File: config.mk
export PLATFORM = sky130hd
export DESIGN_NAME = i2c_paged_target
export DESIGN_NICKNAME = d
export VERILOG_FILES = /design/src/rtl/i2c_paged_pkg.sv /design/src/rtl/i2c_line_filter.sv /design/src/rtl/i2c_bus_events.sv /design/src/rtl/i2c_target_core.sv /design/src/rtl/i2c_paged_target.sv
export SDC_FILE = /design/constraint.sdc
export NUM_CORES = 1
export LEC_CHECK = 0
export ABC_CLOCK_PERIOD_IN_PS = 2650
export BUFFER_PORTS_ARGS = -buffer_cell sky130_fd_sc_hd__buf_2
export CAP_MARGIN = 20
export CORE_MARGIN = 5
export CORE_UTILIZATION = 58
export CTS_CLUSTER_SIZE = 8
export DETAILED_ROUTE_END_ITERATION = 16
export GPL_TIMING_DRIVEN = 1
export HOLD_SLACK_MARGIN = 0.06
export PLACE_DENSITY = 0.8
export SETUP_SLACK_MARGIN = 0.15
export SYNTH_ARGS = -nofsm -noshare
export SYNTH_HDL_FRONTEND = slang
export SYNTH_SLANG_ARGS = --single-unit
File: constraint.sdc
create_clock -name clk -period 2.65 [get_ports clk]
set_clock_uncertainty 0.05 [all_clocks]
set_input_delay 0.3975 -clock clk [delete_from_list [all_inputs] [get_ports clk]]
set_output_delay 0.3975 -clock clk [all_outputs]
set_load 0.03 [all_outputs]
File: src/rtl/i2c_paged_pkg.sv
package i2c_paged_pkg;

   localparam logic [3:0] DEV_PREFIX = 4'b1010;

   typedef enum logic [2:0] {
      ST_IDLE   = 3'd0,
      ST_ADDR   = 3'd1,
      ST_PTR    = 3'd2,
      ST_WDATA  = 3'd3,
      ST_RDATA  = 3'd4,
      ST_IGNORE = 3'd5
   } tgt_state_t;

endpackage

File: src/rtl/i2c_line_filter.sv
module i2c_line_filter #(
   parameter int LINES       = 2,
   parameter int SYNC_STAGES = 2,
   parameter int FILT_LEN    = 3
) (
   input  logic             clk,
   input  logic             rst_n,
   input  logic [LINES-1:0] raw_i,
   output logic [LINES-1:0] clean_o
);

   if (SYNC_STAGES < 2) begin : g_bad_sync
      $error("SYNC_STAGES must be at least 2");
   end
   if (FILT_LEN < 2) begin : g_bad_filt
      $error("FILT_LEN must be at least 2");
   end

   for (genvar g = 0; g < LINES; g++) begin : g_line
      logic [SYNC_STAGES-1:0] sync_q;
      logic [FILT_LEN-1:0]    hist_q;
      logic                   clean_q;

      always_ff @(posedge clk or negedge rst_n) begin
         if (!rst_n) begin
            sync_q  <= '1;
            hist_q  <= '1;
            clean_q <= 1'b1;
         end else begin
            sync_q <= {sync_q[SYNC_STAGES-2:0], raw_i[g]};
            hist_q <= {hist_q[FILT_LEN-2:0], sync_q[SYNC_STAGES-1]};
            if (&hist_q) begin
               clean_q <= 1'b1;
            end else if (~|hist_q) begin
               clean_q <= 1'b0;
            end
         end
      end

      assign clean_o[g] = clean_q;
   end

endmodule

File: src/rtl/i2c_bus_events.sv
module i2c_bus_events (
   input  logic clk,
   input  logic rst_n,
   input  logic scl_f,
   input  logic sda_f,
   output logic scl_rise,
   output logic scl_fall,
   output logic start_ev,
   output logic stop_ev
);

   logic scl_d, sda_d;

   always_ff @(posedge clk or negedge rst_n) begin
      if (!rst_n) begin
         scl_d <= 1'b1;
         sda_d <= 1'b1;
      end else begin
         scl_d <= scl_f;
         sda_d <= sda_f;
      end
   end

   assign scl_rise = scl_f & ~scl_d;
   assign scl_fall = ~scl_f & scl_d;
   assign start_ev = scl_f & scl_d & sda_d & ~sda_f;
   assign stop_ev  = scl_f & scl_d & ~sda_d & sda_f;

endmodule

File: src/rtl/i2c_target_core.sv
module i2c_target_core
   import i2c_paged_pkg::*;
#(
   parameter int AW         = 8,
   parameter int PAGE_BYTES = 8
) (
   input  logic          clk,
   input  logic          rst_n,
   input  logic          scl_rise,
   input  logic          scl_fall,
   input  logic          start_ev,
   input  logic          stop_ev,
   input  logic          sda_f,
   input  logic [2:0]    strap_i,
   input  logic          busy_i,
   input  logic [7:0]    rdata_i,
   output logic          oe_o,
   output logic [AW-1:0] addr_o,
   output logic [7:0]    wdata_o,
   output logic          we_o,
   output logic          commit_o,
   output tgt_state_t    state_o
);

   localparam int PW = $clog2(PAGE_BYTES);

   tgt_state_t    state_q;
   logic [3:0]    bit_q;
   logic [7:0]    rx_q, tx_q, wd_q;
   logic [AW-1:0] ptr_q, wr_next;
   logic          rd_q, dirty_q, oe_q, we_q, commit_q;
   logic          addr_hit;

   if (PAGE_BYTES < (1 << AW)) begin : g_paged
      assign wr_next = {ptr_q[AW-1:PW], ptr_q[PW-1:0] + PW'(1)};
   end else begin : g_flat
      assign wr_next = ptr_q + 1'b1;
   end

   assign addr_hit = (rx_q[7:1] == {DEV_PREFIX, strap_i}) && !busy_i;

   always_ff @(posedge clk or negedge rst_n) begin
      if (!rst_n) begin
         state_q  <= ST_IDLE;
         bit_q    <= 4'd0;
         rx_q     <= 8'd0;
         tx_q     <= 8'd0;
         wd_q     <= 8'd0;
         ptr_q    <= '0;
         rd_q     <= 1'b0;
         dirty_q  <= 1'b0;
         oe_q     <= 1'b0;
         we_q     <= 1'b0;
         commit_q <= 1'b0;
      end else begin
         we_q     <= 1'b0;
         commit_q <= 1'b0;
         if (we_q) begin
            ptr_q <= wr_next;
         end
         if (start_ev) begin
            state_q <= ST_ADDR;
            bit_q   <= 4'd0;
            oe_q    <= 1'b0;
         end else if (stop_ev) begin
            state_q <= ST_IDLE;
            bit_q   <= 4'd0;
            oe_q    <= 1'b0;
            if (dirty_q) begin
               commit_q <= 1'b1;
               dirty_q  <= 1'b0;
            end
         end else begin
            case (state_q)
               ST_ADDR, ST_PTR, ST_WDATA: begin
                  if (scl_rise && bit_q < 4'd8) begin
                     rx_q  <= {rx_q[6:0], sda_f};
                     bit_q <= bit_q + 4'd1;
                  end else if (scl_rise && bit_q == 4'd8) begin
                     bit_q <= 4'd9;
                  end else if (scl_fall && bit_q == 4'd8) begin
                     if (state_q == ST_ADDR) begin
                        if (addr_hit) begin
                           oe_q <= 1'b1;
                           rd_q <= rx_q[0];
                        end else begin
                           state_q <= ST_IGNORE;
                        end
                     end else if (state_q == ST_PTR) begin
                        oe_q  <= 1'b1;
                        ptr_q <= rx_q[AW-1:0];
                     end else begin
                        oe_q    <= 1'b1;
                        we_q    <= 1'b1;
                        wd_q    <= rx_q;
                        dirty_q <= 1'b1;
                     end
                  end else if (scl_fall && bit_q == 4'd9) begin
                     bit_q <= 4'd0;
                     if (state_q == ST_ADDR && rd_q) begin
                        state_q <= ST_RDATA;
                        tx_q    <= rdata_i;
                        oe_q    <= ~rdata_i[7];
                     end else begin
                        oe_q <= 1'b0;
                        if (state_q == ST_ADDR) begin
                           state_q <= ST_PTR;
                        end else if (state_q == ST_PTR) begin
                           state_q <= ST_WDATA;
                        end
                     end
                  end
               end
               ST_RDATA: begin
                  if (scl_rise) begin
                     if (bit_q == 4'd8) begin
                        if (sda_f) begin
                           state_q <= ST_IGNORE;
                        end else begin
                           ptr_q <= ptr_q + 1'b1;
                           bit_q <= 4'd9;
                        end
                     end else if (bit_q < 4'd8) begin
                        bit_q <= bit_q + 4'd1;
                     end
                  end else if (scl_fall) begin
                     if (bit_q >= 4'd1 && bit_q <= 4'd7) begin
                        tx_q <= {tx_q[6:0], 1'b0};
                        oe_q <= ~tx_q[6];
                     end else if (bit_q == 4'd8) begin
                        oe_q <= 1'b0;
                     end else if (bit_q == 4'd9) begin
                        bit_q <= 4'd0;
                        tx_q  <= rdata_i;
                        oe_q  <= ~rdata_i[7];
                     end
                  end
               end
               default: begin
                  oe_q <= 1'b0;
               end
            endcase
         end
      end
   end

   assign oe_o     = oe_q;
   assign addr_o   = ptr_q;
   assign wdata_o  = wd_q;
   assign we_o     = we_q;
   assign commit_o = commit_q;
   assign state_o  = state_q;

endmodule

File: src/rtl/i2c_paged_target.sv
module i2c_paged_target
   import i2c_paged_pkg::*;
#(
   parameter int AW          = 8,
   parameter int PAGE_BYTES  = 8,
   parameter int SYNC_STAGES = 2,
   parameter int FILT_LEN    = 3
) (
   input  logic          clk,
   input  logic          rst_n,
   input  logic          scl_i,
   input  logic          sda_i,
   output logic          sda_oe,
   input  logic [2:0]    strap_i,
   input  logic          mem_busy,
   output logic [AW-1:0] mem_addr,
   output logic [7:0]    mem_wdata,
   output logic          mem_we,
   input  logic [7:0]    mem_rdata,
   output logic          commit_req
);

   if (AW < 1 || AW > 8) begin : g_bad_aw
      $error("AW must lie in 1..8, the pointer is loaded from one byte");
   end
   if (PAGE_BYTES < 2 || (PAGE_BYTES & (PAGE_BYTES - 1)) != 0 || PAGE_BYTES > (1 << AW)) begin : g_bad_page
      $error("PAGE_BYTES must be a power of two between 2 and 2**AW");
   end

   logic [1:0] clean;
   logic       scl_f, sda_f;
   logic       scl_rise, scl_fall, start_ev, stop_ev;
   tgt_state_t core_state;

   i2c_line_filter #(
      .LINES      (2),
      .SYNC_STAGES(SYNC_STAGES),
      .FILT_LEN   (FILT_LEN)
   ) u_filt (
      .clk    (clk),
      .rst_n  (rst_n),
      .raw_i  ({sda_i, scl_i}),
      .clean_o(clean)
   );

   assign scl_f = clean[0];
   assign sda_f = clean[1];

   i2c_bus_events u_ev (
      .clk     (clk),
      .rst_n   (rst_n),
      .scl_f   (scl_f),
      .sda_f   (sda_f),
      .scl_rise(scl_rise),
      .scl_fall(scl_fall),
      .start_ev(start_ev),
      .stop_ev (stop_ev)
   );

   i2c_target_core #(
      .AW        (AW),
      .PAGE_BYTES(PAGE_BYTES)
   ) u_core (
      .clk     (clk),
      .rst_n   (rst_n),
      .scl_rise(scl_rise),
      .scl_fall(scl_fall),
      .start_ev(start_ev),
      .stop_ev (stop_ev),
      .sda_f   (sda_f),
      .strap_i (strap_i),
      .busy_i  (mem_busy),
      .rdata_i (mem_rdata),
      .oe_o    (sda_oe),
      .addr_o  (mem_addr),
      .wdata_o (mem_wdata),
      .we_o    (mem_we),
      .commit_o(commit_req),
      .state_o (core_state)
   );

endmodule

==> flow_summary.ini, run 1 <==
[routing]
wirelength_mm = 6.598
routedWlPerCell_microns = 16.96
via_count = 2295
drc = 0
drt_iter0_drc = 154
via_per_inst = 5.900
ant_nets = 0
first_pass_iters = 4

[floorplanning]
ios = 35
std_cell_rows = 25
initial_core_util = 0.6092
die_h_microns = 80.90
dieArea_sq_um = 6544
die_width_microns = 80.90
core-area_sq_um = 4786

[synthesis]
synth_seq_cells = 57
synth_edf_count = 0
synth.top_cell.area_share = 0.3691
synth-xor-area-share = 0.01803
synth.distinct_cells = 59
synthSimpleGateAreaFrac = 0.1682
synth_area_leaders = dfrtp_1 37%, dfstp_2 13%, mux2_2 7.3%
synthMuxAreaShare = 0.09399
synthAdderAreaFrac = 0.01717
yosysTopAreaCell = dfrtp_1
synth_area_sq_um = 2915
ys.flop_type = dfrtp_1
syn_avg_cell_area_sq_um = 10.64
yosysWarnings = 0
synth_top_family_by_area = compound AO/OA/AOI/OAI gates
synth_compound_area_frac = 0.1717
synthArstFlopShare = 1.000
yosysSeqAreaShare = 0.4953
synth_nets = 294
syn-instance-count = 274

[clock_network]
cts-root-buf = clkbuf_8
numCtsBuffers = 9
clkSlewWorstSetupHoldPaths_ps = 70
clkLatencyLatePin_ps = 340
cts_tree = built
cts_setup_buffers = 0
cts_sinks = 57
cts.path.max_buffers = 2
h-tree-depth = 3

[hold_path]
min-delay-start = scl_i
hp-class = in2reg

[final_layout]
ff_latch_area_sq_um = 1444
antenna_cells = 0
fin_nets = 337
drive_gt1_frac = 0.3168
areaGrowthSynthToFinish_pct = 16.61
multiInputGateArea_sq_um = 1395
fillers = 348

[sta]
worstMarginPinSlew_ps = 511.9
hold_viol_final = 0
setup_viol = 0
relSlewSlack = 0.6580
drv_slew = 0
rsz0062_at_grt = yes
fin_crit_ps = 2391
finalSetupTns_ps = 0
max_freq_ghz = 0.4182
fin_ws_ps = 258.6
finalCritPeriodShare = 0.9024
whs_ps = 105.1

[placement]
dp_hpwl_mm = 4.579
place.port_buffers = 34
place_ws_ps = 164.7
gp_congestion = 0.9266

[setup_path]
critPathMaxStageDelay_ps = 510
worstPathCellList = inv_1 -> ha_4 -> nand3b_4 -> or4_1 -> a211o_4 -> a21o_1 -> a221o_1
crit_required_ps = 2820
cp-end-kind = register
timing.rr.start = u_core.bit_q[0]
crit_fanout = 8
worstSetupStartpoint = u_core.bit_q[0]
cp_top_family = compound AO/OA/AOI/OAI gates
cp.buffers_inverters = 1
start_kind = register
crit_arrival_ps = 2560
cp_slowest_cell = or4_1
critPathKind = reg2reg

[outcome]
status = complete, no violations

[pwr]
power.leakage_uw = 0.001555
peakVddDrop_v = 0.0006477
powerDensity_nw_per_um2 = 1008

[grt]
antenna_found_initial = 0
grt_max_degree = 23
grt_pass1_vias = 2333
track_usage = 0.2303
grt_pass1_wl_mm = 11.45
grt_overflow = 0

[job]
maxCapViolations = 0
-- placed cells by master (no fill, tap or decap), types with 2 or more instances in the layout --
| cell type | Yosys | routed |
|---|---|---|
| nand3_1 | 6 | 6 |
| buf_2 | 5 | 34 |
| dfrtp_1 | 43 | 43 |
| o211ai_1 | 3 | 3 |
| ha_1 | 4 | 3 |
| and2_1 | 2 | 2 |
| a22oi_1 | 3 | 3 |
| o22ai_1 | 4 | 4 |
| nor2_1 | 12 | 12 |
| a31oi_1 | 2 | 2 |
| o21ai_0 | 27 | 27 |
| a21oi_1 | 10 | 10 |
| clkinv_2 | 0 | 3 |
| xor2_1 | 5 | 5 |
| and3_1 | 3 | 3 |
| nand4_1 | 2 | 2 |
| nor4_1 | 3 | 2 |
| a221o_1 | 3 | 3 |
| nor3_1 | 8 | 8 |
| nor2b_1 | 6 | 6 |
| a21o_1 | 5 | 5 |
| clkinvlp_4 | 0 | 2 |
| clkbuf_8 | 0 | 9 |
| a22o_1 | 4 | 4 |
| nand2_1 | 20 | 20 |
| inv_1 | 9 | 9 |
| nor3b_1 | 4 | 4 |
| mux2i_1 | 6 | 6 |
| o2bb2ai_1 | 2 | 2 |
| mux2_2 | 19 | 19 |
| dfstp_2 | 14 | 14 |
| buf_4 | 2 | 10 |
| nand2b_1 | 4 | 4 |
| nand3b_1 | 2 | 2 |
-- registers in the layout (all words and copies together), names as in the netlist --
register,flops
u_ev.scl_d,1
u_core.wdata_o,8
u_core.we_o,1
u_core.addr_o,8
u_core.tx_q,7
u_filt.g_line.clean_q,2
u_core.bit_q,4
u_core.oe_o,1
u_core.rx_q,8
u_filt.g_line.sync_q,4
u_core.rd_q,1
u_ev.sda_d,1
u_filt.g_line.hist_q,6
u_core.dirty_q,1
u_core.state_o,3
u_core.commit_o,1
-- where the power goes --
part	total (uW)	switching, uW	internal, uW
combinational	1310	743	563
sequential	1340	263	1080
clock	778	350	429
-- synth_stat cells, drive strengths merged, types with 2 or more instances --
| master | count |
|---|---|
| nor2 | 13 |
| nand3b | 3 |
| nand2 | 20 |
| clkbuf | 4 |
| xor2 | 5 |
| nand4 | 2 |
| and3 | 3 |
| mux2 | 19 |
| ha | 4 |
| o22ai | 4 |
| a22o | 4 |
| nor3b | 4 |
| a211o | 2 |
| inv | 9 |
| and2 | 2 |
| o2bb2ai | 2 |
| nand3 | 6 |
| a21o | 5 |
| nand2b | 5 |
| a22oi | 3 |
| dfstp | 14 |
| a21oi | 10 |
| mux2i | 6 |
| nor2b | 6 |
| nor4 | 3 |
| a31oi | 2 |
| buf | 9 |
| nor3 | 9 |
| dfrtp | 43 |
| o211ai | 3 |
| o21ai | 27 |
| a221o | 3 |
-- metrics by stage --
step	utilization	total power, uW	instances	instance area (sq um)
floorplan	-	2257	274	2915
global placement	0.6633	2572	372	3174
detailed placement	0.6633	2608	372	3174
CTS	0.7051	3409	389	3374
global route	0.7103	3650	389	3400
finish	0.7103	3427	389	3400
-- routing by layer --
layer / GRT usage / part of all wire / up-vias
li1: - / - / 1085
met1: 0.3067 / 0.45 / 1124
met2: 0.3654 / 0.49 / 72
met3: 0.04878 / 0.045 / 14
met4: 0.09797 / 0.019 / 0
met5: 0 / 0 / -
-- logic make-up after synthesis --
group	after synthesis
AND/OR/NAND/NOR	85
AO/OA/AOI/OAI	75
flip-flops	57
multiplexers	25
buffers and inverters	22
XOR/XNOR	6
adder cells (fa/ha/maj)	4
-- final timing paths --
| path | slack, ps | to | cells after the start |
|---|---|---|---|
| setup / recovery | 260 | u_core.addr_o[7] | 7 |
| hold / removal | 110 | u_filt.g_line[0].sync_q[0] | 1 |
| setup reg to reg | 260 | u_core.addr_o[7] | 7 |
| hold reg to reg | 310 | u_filt.g_line[0].hist_q[0] | 0 |
| max in group asynchronous | 1350 | u_filt.g_line[0].clean_q | 3 |
| min in group asynchronous | 510 | u_core.addr_o[5] | 2 |
-- what timing repair did --
action,in CTS,in global routing
cloned,0,0
endpoints found under the setup margin,1,12
hold buffers,1,0
pin swaps,0,0
hold endpoints to repair,16,0
gates resized for setup,1,4
-- cell type report --
type	count	area share
Sequential cell	57	0.4247
Multi-Input combinational cell	195	0.4104
Timing Repair Buffer	45	0.07508
Clock buffer	10	0.03754
Tap cell	67	0.02466
Clock inverter	6	0.01767
Inverter	9	0.009937
(Power assumes the default switching activity.)
==> inputs of run 2 (changes only) <==
Settings changed: ABC_CLOCK_PERIOD_IN_PS 2650 to 3000, CORE_UTILIZATION 58 to 62, PLACE_DENSITY 0.8 to default, PLACE_DENSITY_LB_ADDON from default to 0.05, REMOVE_ABC_BUFFERS from default to 1.
Clock period 2.65 ns to 3 ns, I/O delays scaled along.
==> flow_summary.ini, run 2 (synthesis gave the netlist of run 1 again) <==
[outcome]
status = complete, no violations

[placement]
dp_cells = 355
dp_hpwl_mm = 4.061
gp_congestion = 0.8749
place.port_buffers = 34

[clock_network]
cts_sinks = 57
cts_tree = built
numCtsBuffers = 9
h-tree-depth = 3
clkLatencyLatePin_ps = 330
ctsResizeCount = 0
cts_setup_buffers = 0
cts-root-buf = clkbuf_8
cts.path.max_buffers = 2
clkSlewWorstSetupHoldPaths_ps = 60

[floorplanning]
die_width_microns = 78.57
core-area_sq_um = 4629
std_cell_rows = 25
dieArea_sq_um = 6173
ios = 35
die_h_microns = 78.57
initial_core_util = 0.6297

[pwr]
comb_power_share = 0.356
seqPwrFrac = 0.392
powerDensity_nw_per_um2 = 899.6
p_total_uw = 3019
peakVddDrop_v = 0.0005196
intPower_uw = 1893
p_switching_uw = 1126
power.leakage_uw = 0.001551
p_sw_frac = 0.3728
clock_power_share = 0.252

[final_layout]
fin_util = 0.7249
areaGrowthSynthToFinish_pct = 15.11
drive_gt1_frac = 0.2987
fillers = 334
final_cell_mix = 43 x dfrtp_1, 34 x buf_2, 27 x o21ai_0
antenna_cells = 0
final_common_cell = dfrtp_1
fin_nets = 333
final_cells = 372

[setup_path]
crit_required_ps = 3160
crit_arrival_ps = 2650
worstSetupEndpoint = u_core.addr_o[4]
cp-end-kind = register
worstReg2RegEnd = u_core.addr_o[4]
reg2reg_depth = 7
start_kind = register
critPathKind = reg2reg
timing.rr.start = u_core.bit_q[0]
rrSetupSlack_ps = 510
crit_fanout = 8
worstSetupStartpoint = u_core.bit_q[0]

[sta]
rsz0062_at_grt = no
setup_viol = 0
hold_viol_final = 0
finalSetupTns_ps = 0
worstMarginPinSlew_ps = 556.0
relSlewSlack = 0.6285
drv_slew = 0
fin_crit_ps = 2490
whs_ps = 170.9
finalCritPeriodShare = 0.8299
max_freq_ghz = 0.4016

[grt]
grt_overflow = 0
antenna_found_initial = 0
grt_max_degree = 25
track_usage = 0.2096
grt_pass1_wl_mm = 10.16
grt_pass1_vias = 2119

[routing]
wirelength_mm = 5.662
first_pass_iters = 4
ant_nets = 0
via_count = 2158
drt_iter0_drc = 134
drc = 0
via_per_inst = 5.801
routedWlPerCell_microns = 15.22

[hold_path]
min_path_cells = 1
hp-class = in2reg

[job]
maxCapViolations = 0
run 2: cell types whose count changed in the layout (fill, tap and decap cells not counted), sizes merged:
cell and delta:
clkbuf +4, clkinv -2, clkinvlp -2, buf -4
run 2: power by group through the flow:
stage / Combinational (uW) / Clock (uW) / Sequential (uW)
2_1_floorplan: 684 / 0 / 1270
3_3_place_gp: 1050 / 0 / 1190
3_5_place_dp: 1070 / 0 / 1190
4_1_cts: 1080 / 778 / 1180
5_1_grt: 1190 / 815 / 1220
6_report: 1080 / 760 / 1180
run 2: cell type report:
cell class | count | area [sq um] | area share
clock buffer | 14 | 182.7 | 0.05444
clock inverter | 2 | 35.03 | 0.01044
inverter | 9 | 33.78 | 0.01007
multi-input combinational | 195 | 1368 | 0.4075
sequential | 57 | 1444 | 0.4303
tap | 54 | 67.56 | 0.02013
timing repair buffer | 41 | 225.2 | 0.06711
run 2: timing repair:
item	in CTS	in global routing
hold endpoints to repair	12	0
endpoints found under the setup margin	0	0
hold buffers	1	0
run 2: how the worst min path moves through the flow:
stage | start | endpoint | slack (ps)
after global placement | u_filt.g_line[1].sync_q[1] | u_filt.g_line[1].hist_q[0] | 300
after CTS | scl_i | u_filt.g_line[0].sync_q[0] | 160
after floorplan | rst_n | u_core.addr_o[0] | 100
after global routing | scl_i | u_filt.g_line[0].sync_q[0] | 150
after detailed placement | u_filt.g_line[0].sync_q[0] | u_filt.g_line[0].sync_q[1] | 300
final | scl_i | u_filt.g_line[0].sync_q[0] | 170
run 2: metal layers:
metal  GRT usage  up-vias  share of wire
met1      0.2967     1022           0.50
met2      0.3149       46           0.45
met5           0        -              0
met3     0.05734        4          0.043
li1            -     1086              -
met4     0.06294        0         0.0067
run 2: critical path: stages (launching register included):
cell and delay (ps):
dfrtp_1 420, inv_1 90, ha_1 330, nand3b_4 130
or4_1 490, a211o_1 400, a21o_1 190, a221o_1 290
run 2: through the flow:
stage | area [sq um] | setup slack, ps
4_1_cts | 3356 | 502.5
5_1_grt | 3356 | 361.5
2_1_floorplan | 2845 | 713.5
3_5_place_dp | 3128 | 526.8
6_report | 3356 | 510.3
3_3_place_gp | 3128 | 574.1
==> inputs of run 3 (changes only) <==
Settings changed: ABC_CLOCK_PERIOD_IN_PS 3000 to 2540, CORE_UTILIZATION 62 to 58.
Clock period 3 ns to 2.54 ns, I/O delays scaled along.
==> flow_summary.ini, run 3 (synthesis gave the netlist of run 1 again) <==
[hold_path]
hp-class = in2reg
min_path_cells = 1

[routing]
met2_length_mm = 2.903
drc = 0
top_layer_used = met4
ant_nets = 0
first_pass_iters = 4
wl_met3_microns = 357
met1_length_mm = 2.878
drt_iter0_drc = 153
wirelength_mm = 6.236
via_count = 2286
via_per_inst = 5.773
routedWlPerCell_microns = 15.75

[floorplanning]
ios = 35
dieArea_sq_um = 6544
die_width_microns = 80.90
initial_core_util = 0.6092
std_cell_rows = 25
core-area_sq_um = 4786
die_h_microns = 80.90

[setup_path]
crit_required_ps = 2710
cp-end-kind = register
worstPathCellList = inv_2 -> ha_4 -> nand3b_4 -> or4_1 -> a211o_4 -> a21o_1 -> a221o_1
rrSetupSlack_ps = 200
cp_top_family = compound AO/OA/AOI/OAI gates
worstSetupStartpoint = u_core.bit_q[0]
timing.rr.start = u_core.bit_q[0]
reg2reg_depth = 7
path_depth = 7
crit_arrival_ps = 2510
crit_fanout = 8
cp_slowest_cell = or4_1
worstReg2RegEnd = u_core.addr_o[4]
critPathKind = reg2reg
critPathMaxStageDelay_ps = 500
start_kind = register
cp.buffers_inverters = 1
worstSetupEndpoint = u_core.addr_o[4]

[placement]
place_area_sq_um = 3219
place.port_buffers = 34
gp_congestion = 0.9009
dp_hpwl_mm = 4.305

[grt]
grt_pass1_wl_mm = 11.05
grt_max_degree = 35
grt_pass1_vias = 2305
antenna_found_initial = 0
track_usage = 0.2190
grt_overflow = 0

[final_layout]
drive_gt1_frac = 0.3404
antenna_cells = 0
fin_util = 0.7239
areaGrowthSynthToFinish_pct = 18.84
final_common_cell = dfrtp_1
fillers = 378
final_area_sq_um = 3465
final_cell_mix = 43 x dfrtp_1, 34 x buf_2, 27 x o21ai_0
fin_nets = 344

[pwr]
p_sw_frac = 0.3872
powerDensity_nw_per_um2 = 1051
seqPwrFrac = 0.370
p_switching_uw = 1410
p_total_uw = 3642
intPower_uw = 2232
comb_power_share = 0.397
power.leakage_uw = 0.001595
peakVddDrop_v = 0.0006293
clock_power_share = 0.233

[clock_network]
cts_sinks = 57
clkSlewWorstSetupHoldPaths_ps = 70
cts-root-buf = clkbuf_8
h-tree-depth = 3
clkLatencyLatePin_ps = 340
cts.path.max_buffers = 2
cts_tree = built
numCtsBuffers = 9

[outcome]
status = complete, no violations

[sta]
finalSetupTns_ps = 0
worstMarginPinSlew_ps = 530.4
drv_slew = 0
relSlewSlack = 0.6456
rsz0062_at_grt = yes
fin_crit_ps = 2341
finalCritPeriodShare = 0.9216
hold_viol_final = 0
max_freq_ghz = 0.4272
setup_viol = 0

[job]
maxCapViolations = 0
==> run 3: cell count changes in the layout (fill, tap and decap cells not counted), sizes merged <==
cell      change
buf          +11
clkbuf        -3
clkinv        +2
clkinvlp      +1
==> run 3: what timing repair did <==
item                                    CTS  global route
hold buffers                              1             0
resized for setup                         1             6
buffers inserted                          0             1
pin swaps                                 1             0
endpoints found under the setup margin    5            11
hold endpoints to repair                 16             0
==> run 3: power groups by stage <==
stage                     sequential [uW]  combinational [uW]  clock [uW]
after floorplan                      1500                 808           0
after global placement               1350                1370           0
after detailed placement             1360                1380           0
after CTS                            1340                1390         872
after global routing                 1380                1600         914
final                                1350                1450         850
==> run 3: layout make-up <==
| type | instances | area [sq um] | share of cell area |
|---|---|---|---|
| Tap cell | 67 | 83.83 | 0.02420 |
| Timing Repair Buffer | 52 | 307.8 | 0.08884 |
| Clock inverter | 5 | 56.30 | 0.01625 |
| Clock buffer | 11 | 141.4 | 0.04081 |
| Sequential cell | 57 | 1444 | 0.4168 |
| Multi-Input combinational cell | 195 | 1398 | 0.4034 |
| Inverter | 9 | 33.78 | 0.009751 |
==> run 3: worst min path at each step <==
stage | slack (ps) | to | startpoint
final | 90 | u_filt.g_line[1].sync_q[0] | sda_i
after floorplan | 40 | u_core.addr_o[0] | rst_n
after global placement | 300 | u_filt.g_line[0].sync_q[1] | u_filt.g_line[0].sync_q[0]
after CTS | 80 | u_filt.g_line[1].sync_q[0] | sda_i
after global routing | 80 | u_filt.g_line[0].sync_q[0] | scl_i
after detailed placement | 300 | u_filt.g_line[0].hist_q[0] | u_filt.g_line[0].sync_q[1]
==> run 3: layer usage <==
metal,GRT usage,vias up
li1,-,1109
met1,0.3024,1100
met2,0.3366,68
met3,0.04435,9
met4,0.09122,0
met5,0,-
==> run 3: through the flow <==
| stage | instances | setup slack (ps) | hold WS [ps] |
|---|---|---|---|
| floorplan | 261 | 253.5 | 35.41 |
| global placement | 378 | 120.5 | 296.2 |
| detailed placement | 378 | 57.84 | 296.9 |
| CTS | 395 | 152.9 | 80.04 |
| global route | 396 | 120.2 | 83.30 |
| finish | 396 | 199.1 | 90.57 |
